--- config.mk ---
export PLATFORM = sky130hd
export DESIGN_NAME = uart_irq_ctrl
export DESIGN_NICKNAME = d
export VERILOG_FILES = /design/src/rtl/uart_irq_pkg.sv /design/src/rtl/uart_irq_txlvl.sv /design/src/rtl/uart_irq_srcreg.sv /design/src/rtl/uart_irq_maskpend.sv /design/src/rtl/uart_irq_ctrl.sv
export SDC_FILE = /design/constraint.sdc
export NUM_CORES = 1
export LEC_CHECK = 0
export CAP_MARGIN = 40
export CORE_AREA = 2 2 39 41
export DETAILED_ROUTE_END_ITERATION = 16
export DIE_AREA = 0 0 41 43
export DONT_BUFFER_PORTS = 1
export PLACE_DENSITY_LB_ADDON = 0.05
export SETUP_SLACK_MARGIN = 0.3
export SLEW_MARGIN = 30
export SYNTH_ARGS = -nofsm -noshare
export SYNTH_HDL_FRONTEND = slang
export SYNTH_SLANG_ARGS = --single-unit
--- constraint.sdc ---
create_clock -name clk -period 2.73 [get_ports clk]
set_clock_uncertainty 0.15 [all_clocks]
set_input_delay 0.273 -clock clk [delete_from_list [all_inputs] [get_ports clk]]
set_output_delay 0.273 -clock clk [all_outputs]
set_load 0.05 [all_outputs]
--- src/rtl/uart_irq_pkg.sv ---
package uart_irq_pkg;
  localparam int SRC_N     = 4;
  localparam int IDX_RX    = 0;
  localparam int IDX_ERR   = 1;
  localparam int IDX_TX    = 2;
  localparam int IDX_MODEM = 3;

  typedef enum logic [1:0] {
    SEL_MASK = 2'd0,
    SEL_PEND = 2'd1,
    SEL_SRC  = 2'd2,
    SEL_NONE = 2'd3
  } reg_sel_e;

  // per-channel multiplier applied to the transmit trigger field
  function automatic int chan_scale(input int ch);
    case (ch)
      0:       return 32;
      1, 4:    return 8;
      2, 3:    return 2;
      default: return 0;
    endcase
  endfunction
endpackage

--- src/rtl/uart_irq_txlvl.sv ---
module uart_irq_txlvl
  import uart_irq_pkg::*;
#(
  parameter int CHANNEL = 0,
  parameter int CNT_W   = 8,
  parameter int TRIG_W  = 3
) (
  input  logic              clk,
  input  logic              rst_n,
  input  logic              fifo_en,
  input  logic [TRIG_W-1:0] trig,
  input  logic [CNT_W-1:0]  count,
  output logic              tx_req
);
  localparam int SCALE = chan_scale(CHANNEL);
  localparam int PROD_W = TRIG_W + 6;
  localparam int CMP_W  = (CNT_W > PROD_W) ? CNT_W : PROD_W;

  logic [CMP_W-1:0] thr;
  logic [CMP_W-1:0] cnt_ext;

  generate
    if (SCALE == 0) begin : g_zero
      assign thr = '0;
    end else begin : g_mul
      assign thr = CMP_W'(trig) * CMP_W'(SCALE);
    end
  endgenerate

  assign cnt_ext = CMP_W'(count);
  assign tx_req  = fifo_en && (cnt_ext <= thr);

  // an empty FIFO is always at or below any threshold
  AST_EMPTY_REQ: assert property (@(posedge clk) disable iff (!rst_n)
    (fifo_en && count == '0) |-> tx_req);
  AST_NO_FIFO: assert property (@(posedge clk) disable iff (!rst_n)
    (!fifo_en) |-> !tx_req);
endmodule

--- src/rtl/uart_irq_srcreg.sv ---
module uart_irq_srcreg #(
  parameter int N = 4
) (
  input  logic         clk,
  input  logic         rst_n,
  input  logic [N-1:0] set_vec,
  input  logic [N-1:0] clr_vec,
  output logic [N-1:0] src_q
);
  generate
    for (genvar i = 0; i < N; i++) begin : g_bit
      always_ff @(posedge clk) begin
        if (!rst_n)          src_q[i] <= 1'b0;
        else if (set_vec[i]) src_q[i] <= 1'b1;
        else if (clr_vec[i]) src_q[i] <= 1'b0;
      end
    end
  endgenerate

  AST_SET_LANDS: assert property (@(posedge clk) disable iff (!rst_n)
    (set_vec != '0) |=> ((src_q & $past(set_vec)) == $past(set_vec)));
  AST_CLR_LANDS: assert property (@(posedge clk) disable iff (!rst_n)
    ((clr_vec != '0) && ((clr_vec & set_vec) == '0)) |=> ((src_q & $past(clr_vec)) == '0));
  AST_IDLE_HOLD: assert property (@(posedge clk) disable iff (!rst_n)
    ((set_vec == '0) && (clr_vec == '0)) |=> $stable(src_q));
endmodule

--- src/rtl/uart_irq_maskpend.sv ---
module uart_irq_maskpend #(
  parameter int N = 4
) (
  input  logic         clk,
  input  logic         rst_n,
  input  logic         mask_we,
  input  logic [N-1:0] mask_wdata,
  input  logic [N-1:0] src_q,
  output logic [N-1:0] pend,
  output logic         irq
);
  logic [N-1:0] mask_q;

  always_ff @(posedge clk) begin
    if (!rst_n)       mask_q <= '0;
    else if (mask_we) mask_q <= mask_wdata;
  end

  assign pend = src_q & ~mask_q;
  assign irq  = |pend;

  AST_MASK_LOAD: assert property (@(posedge clk) disable iff (!rst_n)
    mask_we |=> (mask_q == $past(mask_wdata)));
  AST_FULL_MASK: assert property (@(posedge clk) disable iff (!rst_n)
    (&mask_q) |-> !irq);
endmodule

--- src/rtl/uart_irq_ctrl.sv ---
module uart_irq_ctrl
  import uart_irq_pkg::*;
#(
  parameter int CHANNEL = 0,
  parameter int CNT_W   = 8,
  parameter int TRIG_W  = 3
) (
  input  logic              clk,
  input  logic              rst_n,
  input  logic [SRC_N-1:0]  ev_set,
  input  logic              reg_we,
  input  logic [1:0]        reg_sel,
  input  logic [SRC_N-1:0]  reg_wdata,
  input  logic              fifo_en,
  input  logic [TRIG_W-1:0] tx_trig,
  input  logic [CNT_W-1:0]  tx_count,
  output logic [SRC_N-1:0]  src_pend,
  output logic [SRC_N-1:0]  int_pend,
  output logic              irq
);
  reg_sel_e         sel;
  logic             tx_req;
  logic             mask_we;
  logic [SRC_N-1:0] set_vec;
  logic [SRC_N-1:0] clr_vec;

  assign sel = reg_sel_e'(reg_sel);

  always_comb begin
    mask_we = 1'b0;
    clr_vec = '0;
    if (reg_we) begin
      case (sel)
        SEL_MASK: mask_we = 1'b1;
        SEL_PEND: clr_vec = reg_wdata;  // clears source and hence pending
        SEL_SRC:  clr_vec = reg_wdata;
        default:  ;
      endcase
    end
  end

  always_comb begin
    set_vec = ev_set;
    set_vec[IDX_TX] = ev_set[IDX_TX] | tx_req;
  end

  uart_irq_txlvl #(.CHANNEL(CHANNEL), .CNT_W(CNT_W), .TRIG_W(TRIG_W)) u_txlvl (
    .clk(clk), .rst_n(rst_n), .fifo_en(fifo_en), .trig(tx_trig),
    .count(tx_count), .tx_req(tx_req)
  );

  uart_irq_srcreg #(.N(SRC_N)) u_src (
    .clk(clk), .rst_n(rst_n), .set_vec(set_vec), .clr_vec(clr_vec), .src_q(src_pend)
  );

  uart_irq_maskpend #(.N(SRC_N)) u_mask (
    .clk(clk), .rst_n(rst_n), .mask_we(mask_we), .mask_wdata(reg_wdata),
    .src_q(src_pend), .pend(int_pend), .irq(irq)
  );

  AST_TX_LEVEL: assert property (@(posedge clk) disable iff (!rst_n)
    tx_req |=> src_pend[IDX_TX]);
  AST_IRQ_PEND: assert property (@(posedge clk) disable iff (!rst_n)
    (int_pend == '0) |-> !irq);
  AST_PEND_SUBSET: assert property (@(posedge clk) disable iff (!rst_n)
    ((int_pend & ~src_pend) == '0));
  AST_NOSEL_HOLD: assert property (@(posedge clk) disable iff (!rst_n)
    (reg_we && reg_sel == 2'd3 && ev_set == '0 && !fifo_en) |=> $stable(src_pend));
endmodule

==> results.ini, run 1 <==
[outcome]
status=finished clean

[logic_synthesis]
synthTopCellsByArea=dfxtp_1 35%, ha_1 11%, nand3_1 7.7%
ys_warn_count=0
ys_types=18
netlist_area_um2=455
yosysSeqAreaShare_pct=35.2
syn-num-nets=84
synth_top_area_share_pct=35.2
syn_inst=55
synth-seq-cells=8
synth_area_leader_cell=dfxtp_1
synth_area_per_cell_um2=8.28

[floorplanning]
rows=14
die_area_um2=1760
die_width_um=41
start_util_pct=32.9
core_area_um2=1380
pin_count=34
die_h_um=43

[route]
vias=410
vias_per_cell=5.26
dr.pass1.iters=4
routedWlPerCell_um=13.7
drtIter0Drc=9
drt-total-wl_mm=1.07
drc=0
antenna_left=0

[clocking]
cts_tree=done
cts_sinks=8
cts_root_buf=clkbuf_4
cts_made_buffers=3
cts_max_level=1
clk_latency_ns=0.25
cts.clk_slew.worst_paths_ns=0.06
post-cts-setup-buffers=0
cts_max_path_buffers=2
cts.repair.resized=0

[critical_path]
r2r_cells=3
crit_fanout=3
end_kind=primary output
worstPathCellList=nor2b_1, buf_4, or4_1, buf_4
criticalPathCategory=flop to primary output
cp_common_cell=buf_4
crit_family=simple AND/OR/NAND/NOR gates
path_buf_inv=2
critical_path_arrival_ns=1.80
critPathSlowestCell=dfxtp_1
critPathLaunchType=flop
required_ns=2.31
cpPeakStageDelay_ns=0.48
crit_cells=4
rrSetupSlack_ns=1.49

[hold_path]
worstHoldPathType=input port to flop
whs_path_depth=1

[run]
drv_cap=0

[global_route]
grt_max_degree=10
antenna_found_initial=0
grt_overflow=0
grt_pass1_wl_mm=1.75
grt_pass1_vias=415
track_usage_pct=15.1

[timing]
max_slew_margin_pct=64.9
hold_viol=0
post-route-min-period_ns=2.23
tns_ns=0
setup_viol=0
tightest_slew_ns=0.525
rsz0062_at_grt=no
slew_violations=0
period_share_pct=81.6
max_freq_mhz=449

[pwr]
p_leak_uw=0.000230
p_per_area_nw_per_um2=567
irDropWorstVdd_uv=259

[final_layout]
area_growth_pct=17.0
final_core_util_pct=38.5
nets=93
diodes=0
multiInputGateArea_um2=268
drive_above_1_share_pct=14.5
regArea_um2=160
fillCellCount=145

[place]
place.gp.congestion=0.787
place.port_buffers=0
hpwl_um=888

==> power by group <==
part	switching (µW)	internal, µW
registers	16.0	123
clock network	40.4	50.3
logic	46.4	25.8
==> cells in the final DEF (no fill, tap or decap), drive strengths merged <==
| cell | Yosys | final |
|---|---|---|
| a21boi | 5 | 5 |
| a21oi | 4 | 4 |
| a31oi | 1 | 1 |
| buf | 1 | 4 |
| clkbuf | 0 | 3 |
| dfxtp | 8 | 8 |
| dlygate4sd3 | 0 | 1 |
| ha | 4 | 4 |
| inv | 6 | 6 |
| nand2 | 6 | 6 |
| nand3 | 7 | 7 |
| nand4 | 1 | 1 |
| nor2 | 1 | 1 |
| nor2b | 7 | 7 |
| nor4 | 1 | 1 |
| o21ai | 1 | 1 |
| o31a | 1 | 1 |
| or4 | 1 | 1 |
==> cells in the mapped netlist (all sizes together) <==
cell and count:
o21ai 1, a21boi 5, nor4 1, or4 1, a21oi 4, a31oi 1
inv 6, nor2 1, ha 4, nor2b 7, nand3 7, dfxtp 8
nand4 1, buf 1, nand2 6, o31a 1
==> worst reg2reg max path: cells and delay by family (launching register included) <==
family | cells | cell delay, ns
flops | 1 | 0.63
compound gates | 2 | 0.30
buf+inv | 1 | 0.11
==> flip-flops by register name (all words and copies together), names as in the netlist <==
name	count
u_mask.mask_q	4
u_src.src_q	4
==> repair_timing <==
action | CTS | global route
hold buffers | 1 | 0
endpoints found under the setup margin | 0 | 0
hold endpoints to repair | 4 | 0
==> cell type report <==
| cell class | instances | area share [%] |
|---|---|---|
| inverters | 6 | 4.23 |
| multi-input cells | 40 | 50.2 |
| well taps | 16 | 3.76 |
| repair buffers | 5 | 7.51 |
| clock buffers | 3 | 4.23 |
| flip-flops and latches | 8 | 30.0 |
==> layer usage <==
layer / part of all wire, % / global-route usage [%] / routed length [µm] / up-vias
met5: 0 / 0 / 0 / -
met1: 40 / 16.0 / 425 / 181
li1: - / - / - / 206
met3: 8.6 / 5.76 / 92 / 4
met4: 2.5 / 10.0 / 27 / 0
met2: 49 / 23.4 / 524 / 19
==> cell families after synthesis <==
family | count (synthesis) | synth area share (%)
buffers and inverters | 7 | 6.04
AND/OR/NAND/NOR | 24 | 30.8
flip-flops | 8 | 35.2
adder cells (fa/ha/maj) | 4 | 11.0
AO/OA/AOI/OAI | 12 | 17.0
==> stage by stage <==
stage | cell area [µm²] | hold slack (ns) | instances | setup slack, ns | total power [µW]
after floorplan | 455 | 0.251 | 55 | 0.363 | 200
after global placement | 500 | 0.253 | 74 | 0.773 | 211
after detailed placement | 500 | 0.255 | 74 | 0.771 | 213
after CTS | 533 | 0.00354 | 78 | 0.490 | 307
after global routing | 533 | 0.00719 | 78 | 0.444 | 320
final | 533 | 0.00718 | 78 | 0.502 | 302
==> final timing paths <==
path / from / to
worst min register to register: u_mask.mask_q[3] / u_mask.mask_q[3]
worst min-delay path: ev_set[2] / u_src.src_q[2]
worst max-delay path: u_src.src_q[3] / irq
worst max register to register: u_src.src_q[2] / u_src.src_q[2]
(Power assumes the default switching activity.)
==> run 2, diff against run 1 <==
==> constraint.sdc (replaced) <==
create_clock -name clk -period 2.23 [get_ports clk]
set_clock_uncertainty 0.15 [all_clocks]
set_input_delay 0.223 -clock clk [delete_from_list [all_inputs] [get_ports clk]]
set_output_delay 0.223 -clock clk [all_outputs]
set_load 0.05 [all_outputs]
==> run 2 against run 1 <==
Effect of this change: core utilization is 11 points higher; critical path depth is 2 lower; final cell count is 18% higher; largest power group unchanged.
==> results.ini, run 2 (same netlist as run 1, synthesis figures left out) <==
[outcome]
status=finished clean  ; unchanged

[global_route]
track_usage_pct=16.7  ; was 15.1%
grt_max_degree=10  ; unchanged
antenna_found_initial=0  ; unchanged
grt_overflow=0  ; unchanged
grt_pass1_wl_mm=1.88  ; was 1.75 mm
grt_pass1_vias=477  ; was 415

[timing]
setup_viol=0  ; unchanged
slew_violations=0  ; unchanged
post-route-min-period_ns=1.79
tightest_slew_ns=0.358  ; was 0.525 ns
rsz0062_at_grt=no  ; unchanged
max_slew_margin_pct=76.1  ; was 64.9%
hold_viol=0  ; unchanged
tns_ns=0  ; unchanged
period_share_pct=80.3
max_freq_mhz=559

[route]
drc=0  ; unchanged
vias=481  ; was 410
drtIter0Drc=3  ; was 9
antenna_left=0  ; unchanged
vias_per_cell=5.23  ; was 5.26
dr.pass1.iters=4  ; unchanged
routedWlPerCell_um=13.9  ; was 13.7 µm
drt-total-wl_mm=1.28  ; was 1.07 mm

[pwr]
pwr-share-comb_pct=31.5  ; was 23.9%
seq_power_share_pct=40.9  ; was 46.1%
irDropWorstVdd_uv=190  ; was 259 µV
power_frac_clock_pct=27.6  ; was 30.0%
p_leak_uw=0.000287  ; was 0.000230 µW
p_per_area_nw_per_um2=577  ; was 567 nW/µm²
switching_share_pct=33.3  ; was 34.0%
switchingPower_uw=131  ; was 103 µW
p_int_uw=263  ; was 199 µW

[final_layout]
reg.largest.list=u_mask.mask_q x4, u_src.src_q x4  ; unchanged
area_growth_pct=50.0  ; was 17.0%
final_cell_mix=13 x dlygate4sd3_1, 7 x nand3_1, 7 x dfxtp_1  ; was 8 x dfxtp_1, 7 x nand3_1, 6 x inv_1, 6 x nand2_1, 5 x nor2b_1
nets=107  ; was 93
drive_above_1_share_pct=19.7  ; was 14.5%
diodes=0  ; unchanged
stdcell_area_um2=683  ; was 533 µm²
instances_no_fill=92  ; was 78
layout_commonest_cell=dlygate4sd3_1  ; was dfxtp_1

[run]
drv_cap=0  ; unchanged

[critical_path]
criticalPathCategory=flop to primary output  ; unchanged
crit_fanout=3  ; unchanged
critical_path_arrival_ns=1.42  ; was 1.80 ns
critPathLaunchType=flop  ; unchanged
required_ns=1.86  ; was 2.31 ns
end_kind=primary output  ; unchanged

[clocking]
cts_made_buffers=3  ; unchanged
cts_sinks=8  ; unchanged
cts_max_path_buffers=2  ; unchanged
cts_root_buf=clkbuf_4  ; unchanged
post-cts-setup-buffers=0  ; unchanged
cts.clk_slew.worst_paths_ns=0.06  ; about the same
cts_tree=done  ; unchanged
cts_max_level=1  ; unchanged
clk_latency_ns=0.24  ; was 0.25 ns

[floorplanning]
pin_count=34  ; unchanged
die_area_um2=1760  ; unchanged
die_width_um=41  ; unchanged
rows=14  ; unchanged
core_area_um2=1380  ; unchanged
start_util_pct=32.9  ; unchanged
die_h_um=43  ; unchanged

[place]
post_dp_cell_area_um2=529  ; was 500 µm²
place.port_buffers=0  ; unchanged
placed_cells=76  ; was 74
hpwl_mm=1.01  ; was 888 µm
place.gp.congestion=0.703  ; was 0.787

[hold_path]
worstHoldPathType=input port to flop  ; unchanged

==> run 2: cell count changes in the layout (fill, tap and decap cells not counted), sizes merged <==
cell	delta
buf	+2
dlygate4sd3	+12
==> run 2: final cells by class <==
cell class	count	area [µm²]
Clock buffer	3	22.5
Sequential cell	8	161
Tap cell	16	20.0
Inverter	6	22.5
Fill cell	150	701
Multi-Input combinational cell	40	282
Timing Repair Buffer	19	175
==> run 2: per-layer routing <==
metal	vias up	track usage, %	routed length [µm]
li1	231	-	-
met1	215	16.2	487
met2	31	27.5	660
met3	4	6.81	117
met4	0	10.0	14
met5	-	0	0
==> run 2: path summary, 6_finish.rpt <==
kind,from,endpoint,slack (ns),cells after the start
setup / recovery,u_src.src_q[3],irq,0.44,2
hold / removal,reg_wdata[3],u_src.src_q[3],0.06,3
setup reg to reg,u_src.src_q[2],u_src.src_q[2],0.52,5
hold reg to reg,u_mask.mask_q[2],u_mask.mask_q[2],0.34,2
==> run 2: worst max-delay path, stage by stage, from the launching register on <==
cell,delay (ns)
dfxtp_2,0.41
nor2b_4,0.16
or4_4,0.59
==> run 2: power groups by stage <==
| stage | clock network [µW] | logic [µW] | registers (µW) |
|---|---|---|---|
| CTS | 115 | 125 | 161 |
| finish | 109 | 124 | 161 |
| global route | 128 | 134 | 162 |
| detailed placement | 0 | 107 | 164 |
| global placement | 0 | 103 | 163 |
| floorplan | 0 | 70.6 | 179 |
==> run 2: metrics by stage <==
stage / power [µW] / hold slack [ns] / utilization (%) / setup slack [ns]
after floorplan: 249 / 0.201 / - / 0.321
after global routing: 424 / 0.0608 / 49.4 / 0.382
after detailed placement: 271 / 0.206 / 38.2 / 0.583
after global placement: 266 / 0.205 / 38.2 / 0.590
final: 394 / 0.0562 / 49.4 / 0.439
after CTS: 401 / 0.0542 / 49.3 / 0.301
==> run 2: what timing repair did <==
| item | in CTS | in global routing |
|---|---|---|
| hold endpoints to repair | 8 | 0 |
| gates resized for setup | 0 | 1 |
| setup endpoints to repair | 0 | 1 |
| hold buffers | 13 | 0 |
